==> src/rtl/pp_ext_pkg.sv <==
`timescale 1ns/1ps
// Package: shared mode encoding and host offsets of the parallel port
// extended control unit. Assumes an 11-bit host offset space.
package pp_ext_pkg;

    typedef enum logic [2:0] {
        MODE_STD   = 3'b000,
        MODE_BIDIR = 3'b001,
        MODE_FIFO  = 3'b010,
        MODE_ECP   = 3'b011,
        MODE_EPP   = 3'b100,
        MODE_RSVD  = 3'b101,
        MODE_TEST  = 3'b110,
        MODE_CFG   = 3'b111
    } pp_mode_e;

    localparam int         HOST_AW  = 11;
    localparam logic [10:0] OFF_DATA = 11'h000;
    localparam logic [10:0] OFF_FIFO = 11'h400;
    localparam logic [10:0] OFF_CFGB = 11'h401;
    localparam logic [10:0] OFF_CTRL = 11'h402;

endpackage

==> src/rtl/pp_byte_fifo.sv <==
`timescale 1ns/1ps
// Module: pp_byte_fifo
// Synchronous FIFO with a clear input that takes priority over push and pop.
// A push while full and a pop while empty are dropped. Assumes DEPTH is a
// power of two, so the pointers wrap on their own.
module pp_byte_fifo #(
    parameter int WIDTH = 9,
    parameter int DEPTH = 16
) (
    input  logic             clk,
    input  logic             rst_n,
    input  logic             clr,
    input  logic             push,
    input  logic             pop,
    input  logic [WIDTH-1:0] din,
    output logic [WIDTH-1:0] dout,
    output logic             full,
    output logic             empty
);
    localparam int AW = $clog2(DEPTH);
    localparam logic [AW:0] DEPTH_C = DEPTH[AW:0];

    logic [WIDTH-1:0] mem [DEPTH];
    logic [AW-1:0]    wr_ptr, rd_ptr;
    logic [AW:0]      count;
    logic             do_push, do_pop;

    assign full    = (count == DEPTH_C);
    assign empty   = (count == '0);
    assign do_push = push && !full;
    assign do_pop  = pop && !empty;
    assign dout    = mem[rd_ptr];

    // Storage write: accepted pushes only.
    always_ff @(posedge clk) begin
        if (do_push && !clr) mem[wr_ptr] <= din;
    end

    // Pointer and occupancy tracking.
    always_ff @(posedge clk) begin
        if (!rst_n || clr) begin
            wr_ptr <= '0;
            rd_ptr <= '0;
            count  <= '0;
        end else begin
            if (do_push) wr_ptr <= wr_ptr + 1'b1;
            if (do_pop)  rd_ptr <= rd_ptr + 1'b1;
            case ({do_push, do_pop})
                2'b10:   count <= count + 1'b1;
                2'b01:   count <= count - 1'b1;
                default: count <= count;
            endcase
        end
    end
endmodule

==> src/rtl/pp_fault_edge.sv <==
`timescale 1ns/1ps
// Module: pp_fault_edge
// Brings the asynchronous active-low fault line through a synchroniser of
// SYNC_STAGES flops, then flags a falling edge for one cycle.
// Assumes SYNC_STAGES >= 2. The idle level after reset is high.
module pp_fault_edge #(
    parameter int SYNC_STAGES = 2
) (
    input  logic clk,
    input  logic rst_n,
    input  logic fault_n,
    output logic fall
);
    logic [SYNC_STAGES-1:0] sync_q;
    logic                   prev_q;

    // Synchroniser chain and edge-detect history.
    always_ff @(posedge clk) begin
        if (!rst_n) begin
            sync_q <= '1;
            prev_q <= 1'b1;
        end else begin
            sync_q <= {sync_q[SYNC_STAGES-2:0], fault_n};
            prev_q <= sync_q[SYNC_STAGES-1];
        end
    end

    assign fall = prev_q && !sync_q[SYNC_STAGES-1];
endmodule

==> src/rtl/pp_ext_ctrl.sv <==
`timescale 1ns/1ps
// Module: pp_ext_ctrl
// Extended control unit of a parallel port. It holds the control register,
// data register, two configuration registers and a tagged byte FIFO. The mode
// field gates FIFO clearing, readback source, register visibility and
// transmit offering. The cable handshake engines are external and connect
// through tx_req/tx_ack and rx_valid. Assumes single-cycle host strobes.
module pp_ext_ctrl
    import pp_ext_pkg::*;
#(
    parameter int FIFO_DEPTH  = 16,
    parameter int SYNC_STAGES = 2
) (
    input  logic               clk,
    input  logic               rst_n,
    input  logic               host_wr,
    input  logic               host_rd,
    input  logic [HOST_AW-1:0] host_addr,
    input  logic [7:0]         host_wdata,
    output logic [7:0]         host_rdata,
    input  logic               dir_rev,
    input  logic [7:0]         pin_data_in,
    output logic [7:0]         pin_data_out,
    output logic               pin_oe,
    output logic               tx_req,
    output logic [7:0]         tx_byte,
    output logic               tx_is_cmd,
    input  logic               tx_ack,
    input  logic               rx_valid,
    input  logic [7:0]         rx_byte,
    input  logic               fault_n,
    output logic               dma_req,
    output logic               irq
);
    localparam int EW = 9;

    pp_mode_e    ecr_mode;
    logic        fault_dis, dma_en, irq_pend;
    logic [7:0]  data_reg, cfg_a, cfg_b;
    logic        sel_data, sel_fifo, sel_cfgb, sel_ctrl;
    logic        tx_mode, ecp_rev, fault_fall;
    logic        push_host_data, push_host_cmd, push_rx, host_pop;
    logic        fifo_push, fifo_pop, fifo_clr, fifo_full, fifo_empty;
    logic [EW-1:0] fifo_din, fifo_dout;

    assign sel_data = (host_addr == OFF_DATA);
    assign sel_fifo = (host_addr == OFF_FIFO);
    assign sel_cfgb = (host_addr == OFF_CFGB);
    assign sel_ctrl = (host_addr == OFF_CTRL);

    assign tx_mode = ((ecr_mode == MODE_FIFO) || (ecr_mode == MODE_ECP)) && !dir_rev;
    assign ecp_rev = (ecr_mode == MODE_ECP) && dir_rev;

    // FIFO source selection: host data port, host command port or receive side.
    always_comb begin
        push_host_data = host_wr && sel_fifo &&
                         ((ecr_mode == MODE_FIFO) || (ecr_mode == MODE_TEST) ||
                          ((ecr_mode == MODE_ECP) && !dir_rev));
        push_host_cmd  = host_wr && sel_data && (ecr_mode == MODE_ECP) && !dir_rev;
        push_rx        = rx_valid && ecp_rev;
        host_pop       = host_rd && sel_fifo && ((ecr_mode == MODE_TEST) || ecp_rev);
        fifo_push      = push_host_data || push_host_cmd || push_rx;
        if (push_rx)            fifo_din = {1'b0, rx_byte};
        else if (push_host_cmd) fifo_din = {1'b1, host_wdata};
        else                    fifo_din = {1'b0, host_wdata};
    end

    assign fifo_pop = host_pop || (tx_req && tx_ack);
    assign fifo_clr = (ecr_mode == MODE_STD);

    pp_byte_fifo #(.WIDTH(EW), .DEPTH(FIFO_DEPTH)) u_fifo (
        .clk   (clk),
        .rst_n (rst_n),
        .clr   (fifo_clr),
        .push  (fifo_push),
        .pop   (fifo_pop),
        .din   (fifo_din),
        .dout  (fifo_dout),
        .full  (fifo_full),
        .empty (fifo_empty)
    );

    pp_fault_edge #(.SYNC_STAGES(SYNC_STAGES)) u_fault (
        .clk     (clk),
        .rst_n   (rst_n),
        .fault_n (fault_n),
        .fall    (fault_fall)
    );

    // Control register fields written by the host.
    always_ff @(posedge clk) begin
        if (!rst_n) begin
            ecr_mode  <= MODE_STD;
            fault_dis <= 1'b1;
            dma_en    <= 1'b0;
        end else if (host_wr && sel_ctrl) begin
            ecr_mode  <= pp_mode_e'(host_wdata[7:5]);
            fault_dis <= host_wdata[4];
            dma_en    <= host_wdata[3];
        end
    end

    // Pending interrupt: a captured edge wins over an acknowledge in the same cycle.
    always_ff @(posedge clk) begin
        if (!rst_n)                                 irq_pend <= 1'b0;
        else if (fault_fall && !fault_dis)          irq_pend <= 1'b1;
        else if (host_wr && sel_ctrl && host_wdata[2]) irq_pend <= 1'b0;
    end

    // Data register and mode-gated configuration registers.
    always_ff @(posedge clk) begin
        if (!rst_n) begin
            data_reg <= '0;
            cfg_a    <= '0;
            cfg_b    <= '0;
        end else if (host_wr) begin
            if (sel_data && (ecr_mode != MODE_ECP))       data_reg <= host_wdata;
            if (sel_fifo && (ecr_mode == MODE_CFG))       cfg_a    <= host_wdata;
            if (sel_cfgb && (ecr_mode == MODE_CFG))       cfg_b    <= host_wdata;
        end
    end

    // Host read multiplexer.
    always_comb begin
        host_rdata = '0;
        if (sel_data)
            host_rdata = (ecr_mode == MODE_BIDIR && dir_rev) ? pin_data_in : data_reg;
        else if (sel_fifo)
            host_rdata = (ecr_mode == MODE_CFG) ? cfg_a :
                         (fifo_empty ? 8'h00 : fifo_dout[7:0]);
        else if (sel_cfgb)
            host_rdata = (ecr_mode == MODE_CFG) ? cfg_b : 8'h00;
        else if (sel_ctrl)
            host_rdata = {ecr_mode, fault_dis, dma_en, irq_pend, fifo_full, fifo_empty};
    end

    assign pin_data_out = data_reg;
    assign pin_oe       = ((ecr_mode == MODE_BIDIR) || (ecr_mode == MODE_ECP)) ? !dir_rev : 1'b1;
    assign tx_req       = tx_mode && !fifo_empty;
    assign tx_byte      = fifo_dout[7:0];
    assign tx_is_cmd    = fifo_dout[8];
    assign dma_req      = dma_en && ((tx_mode && !fifo_full) || (ecp_rev && !fifo_empty));
    assign irq          = irq_pend;
endmodule

==> config.mk <==
export PLATFORM = sky130hd
export DESIGN_NAME = pp_ext_ctrl
export DESIGN_NICKNAME = d
export VERILOG_FILES = /design/src/rtl/pp_ext_pkg.sv /design/src/rtl/pp_byte_fifo.sv /design/src/rtl/pp_fault_edge.sv /design/src/rtl/pp_ext_ctrl.sv
export SDC_FILE = /design/constraint.sdc
export NUM_CORES = 1
export LEC_CHECK = 0
export ABC_AREA = 1
export BUFFER_PORTS_ARGS = -buffer_cell sky130_fd_sc_hd__clkbuf_2
export CELL_PAD_IN_SITES_DETAIL_PLACEMENT = 0
export CELL_PAD_IN_SITES_GLOBAL_PLACEMENT = 2
export CORE_ASPECT_RATIO = 0.9
export CORE_UTILIZATION = 25
export CTS_BUF_LIST = sky130_fd_sc_hd__clkbuf_4
export DETAILED_ROUTE_END_ITERATION = 6
export MAX_ROUTING_LAYER = met4
export PLACE_DENSITY = 0.63
export SETUP_SLACK_MARGIN = 0.1
export SYNTH_ARGS = -nofsm -noshare
export SYNTH_HDL_FRONTEND = slang
export SYNTH_SLANG_ARGS = --single-unit
==> constraint.sdc <==
create_clock -name clk -period 4.5 [get_ports clk]
set_input_delay 0.9 -clock clk [delete_from_list [all_inputs] [get_ports clk]]
set_output_delay 0.9 -clock clk [all_outputs]
set_load 0.02 [all_outputs]
==> impl_metrics.tcl, run 1 <==
set metrics [dict create \
    final_area_sq_um 9960 \
    status "finished, final reports clean" \
    setup.worst_path.start_class "flop" \
    path_buf_inv 2 \
    cts_tree "yes" \
    finalNetCount 1067 \
    dominantRegCellSynth "edfxtp_1" \
    routed_via_density 4.30 \
    die_height_um 179 \
    io_pins 72 \
    numCtsBuffers 17 \
    synth-edff-count 144 \
    num_vias 6406 \
    rsz0062_at_grt "false" \
    slew_viol_final 0 \
    start_util_pct 25.5 \
    yosysTopAreaCell "edfxtp_1" \
    maxCapViolations 0 \
    dp_hpwl_um 16400 \
    synth-seq-cells 194 \
    core_area_sq_um 34100 \
    ys_warn_count 0 \
    syn_area_sq_um 8700 \
    final_cell_count_no_fill 1491 \
    path_common_cell "nand2_1" \
    ys_top_cells_by_area "edfxtp_1 (50%), nand2_1 (12%), dfxtp_1 (12%), nand3_1 (4.8%), inv_1 (3.6%)" \
    fin_crit_sh_pct 80.5 \
    cts_sinks 194 \
    dieArea_sq_um 35500 \
    finalSetupViolations 0 \
    cp_data_arrival_time_ps 2720 \
    power.static_leakage_nw 3.96 \
    worstSkewPairLatency_ps 600 \
    yosysSeqAreaShare_pct 61.2 \
    min_period_ps 3620 \
    route.detailed.wl_per_inst_um 16.4 \
    drc 0 \
    post_synth.cell_area_avg_sq_um 9.34 \
    cts_hold_buf 0 \
    criticalPathCategory "flop to output pin" \
    cts_root_buf "clkbuf_4" \
    cp_slowest_cell "clkinv_1" \
    synthesis.nets 984 \
    place_congestion 0.760 \
    grtUsageTotal_pct 14.7 \
    dp_slack_ps 780 \
    cts.path.max_buffers 2 \
    required_ps 3600 \
    grt_antenna_before_repair 1 \
    path_delay_family "simple AND/OR/NAND/NOR gates" \
    synthDistinctLibCells 39 \
    fin_util_pct 29.2 \
    tightest_slew_ps 1100 \
    setup_ws_ps 878 \
    cts_setup_buffers 0 \
    cpPeakStageDelay_ps 620 \
    io_buffers 71 \
    peakVddDrop_v 0.000148 \
    yosysTopAreaCellShare_pct 49.7 \
    rows 64 \
    die_w_um 199 \
    hold_viol_final 0 \
    fin_setup_tns_ps 0 \
    area_growth_pct 14.6 \
    grt_max_degree 73 \
    relSlewSlack_pct 26.8 \
    antenna_left 0 \
    synth_cells 931 \
    power_mw 2.90 \
    place_area_sq_um 9690 \
    powerDensity_nw_per_um2 291 \
    first_pass_iters 4 \
    fin_skew_ps 39.6 \
    ys_async_sr_fraction_pct 0 \
    dp.cells 1457 \
    drt_wl_total_um 24500 \
    crit_chain "clkinv_1 > nand3_1 > nand3_1 > nand2_1 > nand2_1 > nand2_1 > nand2_1 > nand2_1 > clkbuf_2" \
    fmax_mhz 276 \
    fin_hold_ws_ps 444 \
    post_cts_resized 0 \
    synth.most_common_cell "nand2_1" \
    cp_max_fo 17 \
    cts_max_level 4 \
    synth_commonest_cells "nand2_1 (276), edfxtp_1 (144), inv_1 (84), nand3_1 (84), nor2_1 (70)" \
    grt_first_pass_wirelength_um 37500 \
    grt_pass1_vias 6238 \
    drt-initial-drc-count 320 \
    cts.clk_slew.worst_paths_ps 170 \
    drive_gt1_share_pct 15.9 \
    end_kind "output pin" \
    hold_path.class "flop to flop" \
    overflow 0 \
]
-- kinds of logic after synthesis --
| logic type | synth area share [%] |
|---|---|
| buf+inv | 5.94 |
| flops | 61.2 |
| fa+ha+maj | 1.53 |
| xor+xnor | 0.504 |
| compound gates | 8.45 |
| simple gates | 22.3 |
-- sequential cells by signal, indices dropped and copies added (netlist names), named ones only --
register / flops
ecr_mode: 3
u_fifo.count: 5
fault_dis: 1
pin_data_out: 8
u_fifo.mem: 144
cfg_b: 8
u_fault.prev_q: 1
u_fault.sync_q: 2
u_fifo.wr_ptr: 4
dma_en: 1
cfg_a: 8
irq: 1
u_fifo.rd_ptr: 4
-- placed cells by master (no fill, tap or decap), types with 2 or more instances in the layout --
| cell | n |
|---|---|
| clkbuf_4 | 17 |
| clkinvlp_4 | 3 |
| or2_2 | 3 |
| o221ai_1 | 3 |
| nand4_1 | 5 |
| xor2_1 | 3 |
| dfxtp_1 | 49 |
| o211ai_1 | 8 |
| nor3_4 | 2 |
| inv_6 | 5 |
| o22ai_1 | 2 |
| nor2_1 | 70 |
| ha_1 | 9 |
| clkinv_1 | 4 |
| nand2_1 | 276 |
| xnor2_1 | 2 |
| nand2_4 | 2 |
| a21oi_2 | 3 |
| nand3_2 | 2 |
| inv_2 | 2 |
| a21oi_1 | 61 |
| edfxtp_1 | 144 |
| diode_2 | 2 |
| o21ai_2 | 2 |
| inv_8 | 5 |
| clkbuf_2 | 71 |
| inv_1 | 84 |
| nand3_1 | 84 |
| o21ai_0 | 54 |
| buf_4 | 29 |
| nor2_2 | 4 |
| nand2_2 | 8 |
-- path summary, 6_finish.rpt --
check        cells past startpoint                end         startpoint  slack [ps]
min reg2reg                      1  u_fault.sync_q[1]  u_fault.sync_q[0]         440
max reg2reg                     19    u_fifo.count[4]        ecr_mode[0]        1560
min                              1  u_fault.sync_q[1]  u_fault.sync_q[0]         440
max                              9      host_rdata[4]               flop         880
-- power breakdown --
| group | switching, mW | internal [mW] | leakage [nW] |
|---|---|---|---|
| combinational | 0.0461 | 0.0217 | 2.15 |
| clock | 0.675 | 0.245 | 0.137 |
| sequential | 0.000233 | 1.92 | 1.67 |
| total | 0.721 | 2.18 | 3.96 |
-- metal layers --
metal / wire length (um) / vias up / share of wire (%) / GRT usage, %
met2: 10900 / 60 / 45 / 21.6
li1: - / 3270 / - / -
met1: 12900 / 3066 / 53 / 21.1
met4: 178 / 0 / 0.73 / 2.92
met3: 480 / 10 / 2.0 / 2.31
met5: 0 / - / 0 / -
-- area by class of cell --
type                            count  area (sq um)
Clock buffer                       17           128
Antenna cell                        2          5.00
Clock inverter                     15           135
Multi-Input combinational cell    610          2860
Timing Repair Buffer              101           593
Inverter                           90           339
Tap cell                          462           578
Sequential cell                   194          5330
Fill cell                        3669         24200
Power figures use the tool's default switching activity.
==> inputs of run 2 (changes only) <==
==> constraint.sdc (replaced) <==
create_clock -name clk -period 3.43 [get_ports clk]
set_input_delay 0.686 -clock clk [delete_from_list [all_inputs] [get_ports clk]]
set_output_delay 0.686 -clock clk [all_outputs]
set_load 0.02 [all_outputs]
==> run 2 against run 1 <==
Against the previous run: non-clock buffer count up 11; highest routed layer unchanged; utilization up 0.44 points; clock power up 50%; sequential share of layout area down 0.77 points; combinational power up 31%.
==> impl_metrics.tcl, run 2 (synthesis gave the netlist of run 1 again) <==
set metrics [dict create \
    power_mw 3.98 \
    cp_max_fo 22 \
    core_area_sq_um 34100 \
    drt-initial-drc-count 281 \
    drc 0 \
    dp_hpwl_um 17200 \
    grtUsageTotal_pct 14.7 \
    path_delay_family "simple AND/OR/NAND/NOR gates" \
    hold_path_startpoint "fault_n" \
    fin_skew_ps 43.7 \
    r2r-end "u_fifo.count[4]" \
    fin_hold_ws_ps 290 \
    final_cell_mix "nand2_1 (276), edfxtp_1 (144), inv_1 (84), nand3_1 (84), clkbuf_2 (71)" \
    largest_reg_flops 144 \
    criticalPathCategory "flop to output pin" \
    hold_path.class "primary input to flop" \
    cts.clk_slew.worst_paths_ps 170 \
    cts_max_level 4 \
    drive_gt1_share_pct 16.9 \
    grt_max_degree 39 \
    cts_tree "yes" \
    end_kind "output pin" \
    route.detailed.wl_per_inst_um 16.5 \
    hold_viol_final 0 \
    fin_util_pct 29.6 \
    cts_hold_buf 0 \
    routed_via_density 4.28 \
    largest-register "u_fifo.mem" \
    fin_setup_tns_ps 0 \
    required_ps 2740 \
    path_buf_inv 2 \
    fmax_mhz 320 \
    rows 64 \
    power.static_leakage_nw 4.05 \
    cts_sinks 194 \
    cpPeakStageDelay_ps 450 \
    relSlewSlack_pct 23.6 \
    first_pass_iters 4 \
    rsz0062_at_grt "true" \
    powerDensity_nw_per_um2 393 \
    numCtsBuffers 17 \
    r2r_cells 18 \
    slew_viol_final 0 \
    finalNetCount 1078 \
    min_period_ps 3120 \
    grt_first_pass_wirelength_um 37500 \
    whs_path_depth 2 \
    dieArea_sq_um 35500 \
    num_vias 6422 \
    r2r_start "u_fifo.count[3]" \
    hold_end "u_fault.sync_q[0]" \
    rrSetupSlack_ps 790 \
    cts_root_buf "clkbuf_4" \
    io_pins 72 \
    cp_data_arrival_time_ps 2440 \
    path_common_cell "nand2_1" \
    start_util_pct 25.5 \
    grt_pass1_vias 6236 \
    finalSetupViolations 0 \
    status "finished, final reports clean" \
    antenna_left 0 \
    io_buffers 71 \
    worstSkewPairLatency_ps 600 \
    peakVddDrop_v 0.000169 \
    cts_setup_buffers 0 \
    grt_antenna_before_repair 1 \
    tightest_slew_ps 1150 \
    fin_crit_sh_pct 91.0 \
    cts.path.max_buffers 2 \
    die_w_um 199 \
    cp_slowest_cell "dfxtp_2" \
    die_height_um 179 \
    area_growth_pct 16.3 \
    layout_commonest_cell "nand2_1" \
    overflow 0 \
    setup.worst_path.start_class "flop" \
    place_congestion 0.749 \
    crit_chain "buf_4 > nor2_1 > nor2_1 > o21ai_0 > nand3_1 > nand3_1 > nand2_1 > nand2_1 > nand2_1 > nand2_1 > nand2_1 > clkbuf_2" \
    maxCapViolations 0 \
    drt_wl_total_um 24700 \
]
-- run 2: worst reg2reg max path, stage by stage (launching register included) --
cell and delay (ps):
dfxtp_1 370, nor2_1 130, nand4_1 290, nand2_1 150, inv_1 60, nand2_1 100, nand2_2 120, ha_1 280
inv_1 130, fa_1 220, inv_1 50, nand2_1 50, nand2_1 40, a21oi_1 160, nor2_1 60, nor2_1 110
nand2_1 60, o21ai_0 140, nor2_1 50
-- run 2: power by group --
group          leakage, nW  switching (mW)  total, mW  internal, mW
clock                0.175           0.894       1.38         0.483
sequential            1.67        0.000257       2.51          2.51
combinational         2.20          0.0592     0.0891        0.0298
-- run 2: metal layers --
layer  GRT usage [%]  up-vias  share of wire, %
li1                -     3289                 -
met1            20.9     3080                52
met2            21.8       48                45
met3            2.92        5               2.5
met4            2.12        0              0.35
met5               -        -                 0
-- run 2: layout make-up --
type | instances | area, sq um
clock buffers | 18 | 135
repair buffers | 112 | 679
fillers | 3723 | 24000
clock inverters | 14 | 195
flip-flops and latches | 194 | 5330
inverters | 90 | 339
multi-input cells | 610 | 2850
diodes | 1 | 2.50
well taps | 462 | 578
-- run 2: what timing repair did --
| action | CTS | global route |
|---|---|---|
| gates resized for setup | 0 | 2 |
| hold endpoints to repair | 0 | 0 |
| setup endpoints to repair | 0 | 4 |
-- run 2: per-stage QoR --
step / cell area [sq um] / cells / setup WS (ps)
4_1_cts: 10100 / 1500 / 160
5_1_grt: 10100 / 1501 / 80.1
6_report: 10100 / 1501 / 308
2_1_floorplan: 8700 / 931 / 597
3_3_place_gp: 9770 / 1468 / 348
3_5_place_dp: 9770 / 1468 / 344
-- run 2: worst max-delay path by stage --
stage / cells past startpoint / slack [ps] / from / end
finish: 12 / 310 / flop / host_rdata[4]
global route: 12 / 80 / flop / host_rdata[4]
CTS: 13 / 160 / flop / host_rdata[7]
detailed placement: 18 / 340 / host_addr[9] / u_fifo.count[4]
global placement: 18 / 350 / host_addr[9] / u_fifo.count[4]
floorplan: 17 / 600 / host_addr[2] / u_fifo.count[4]
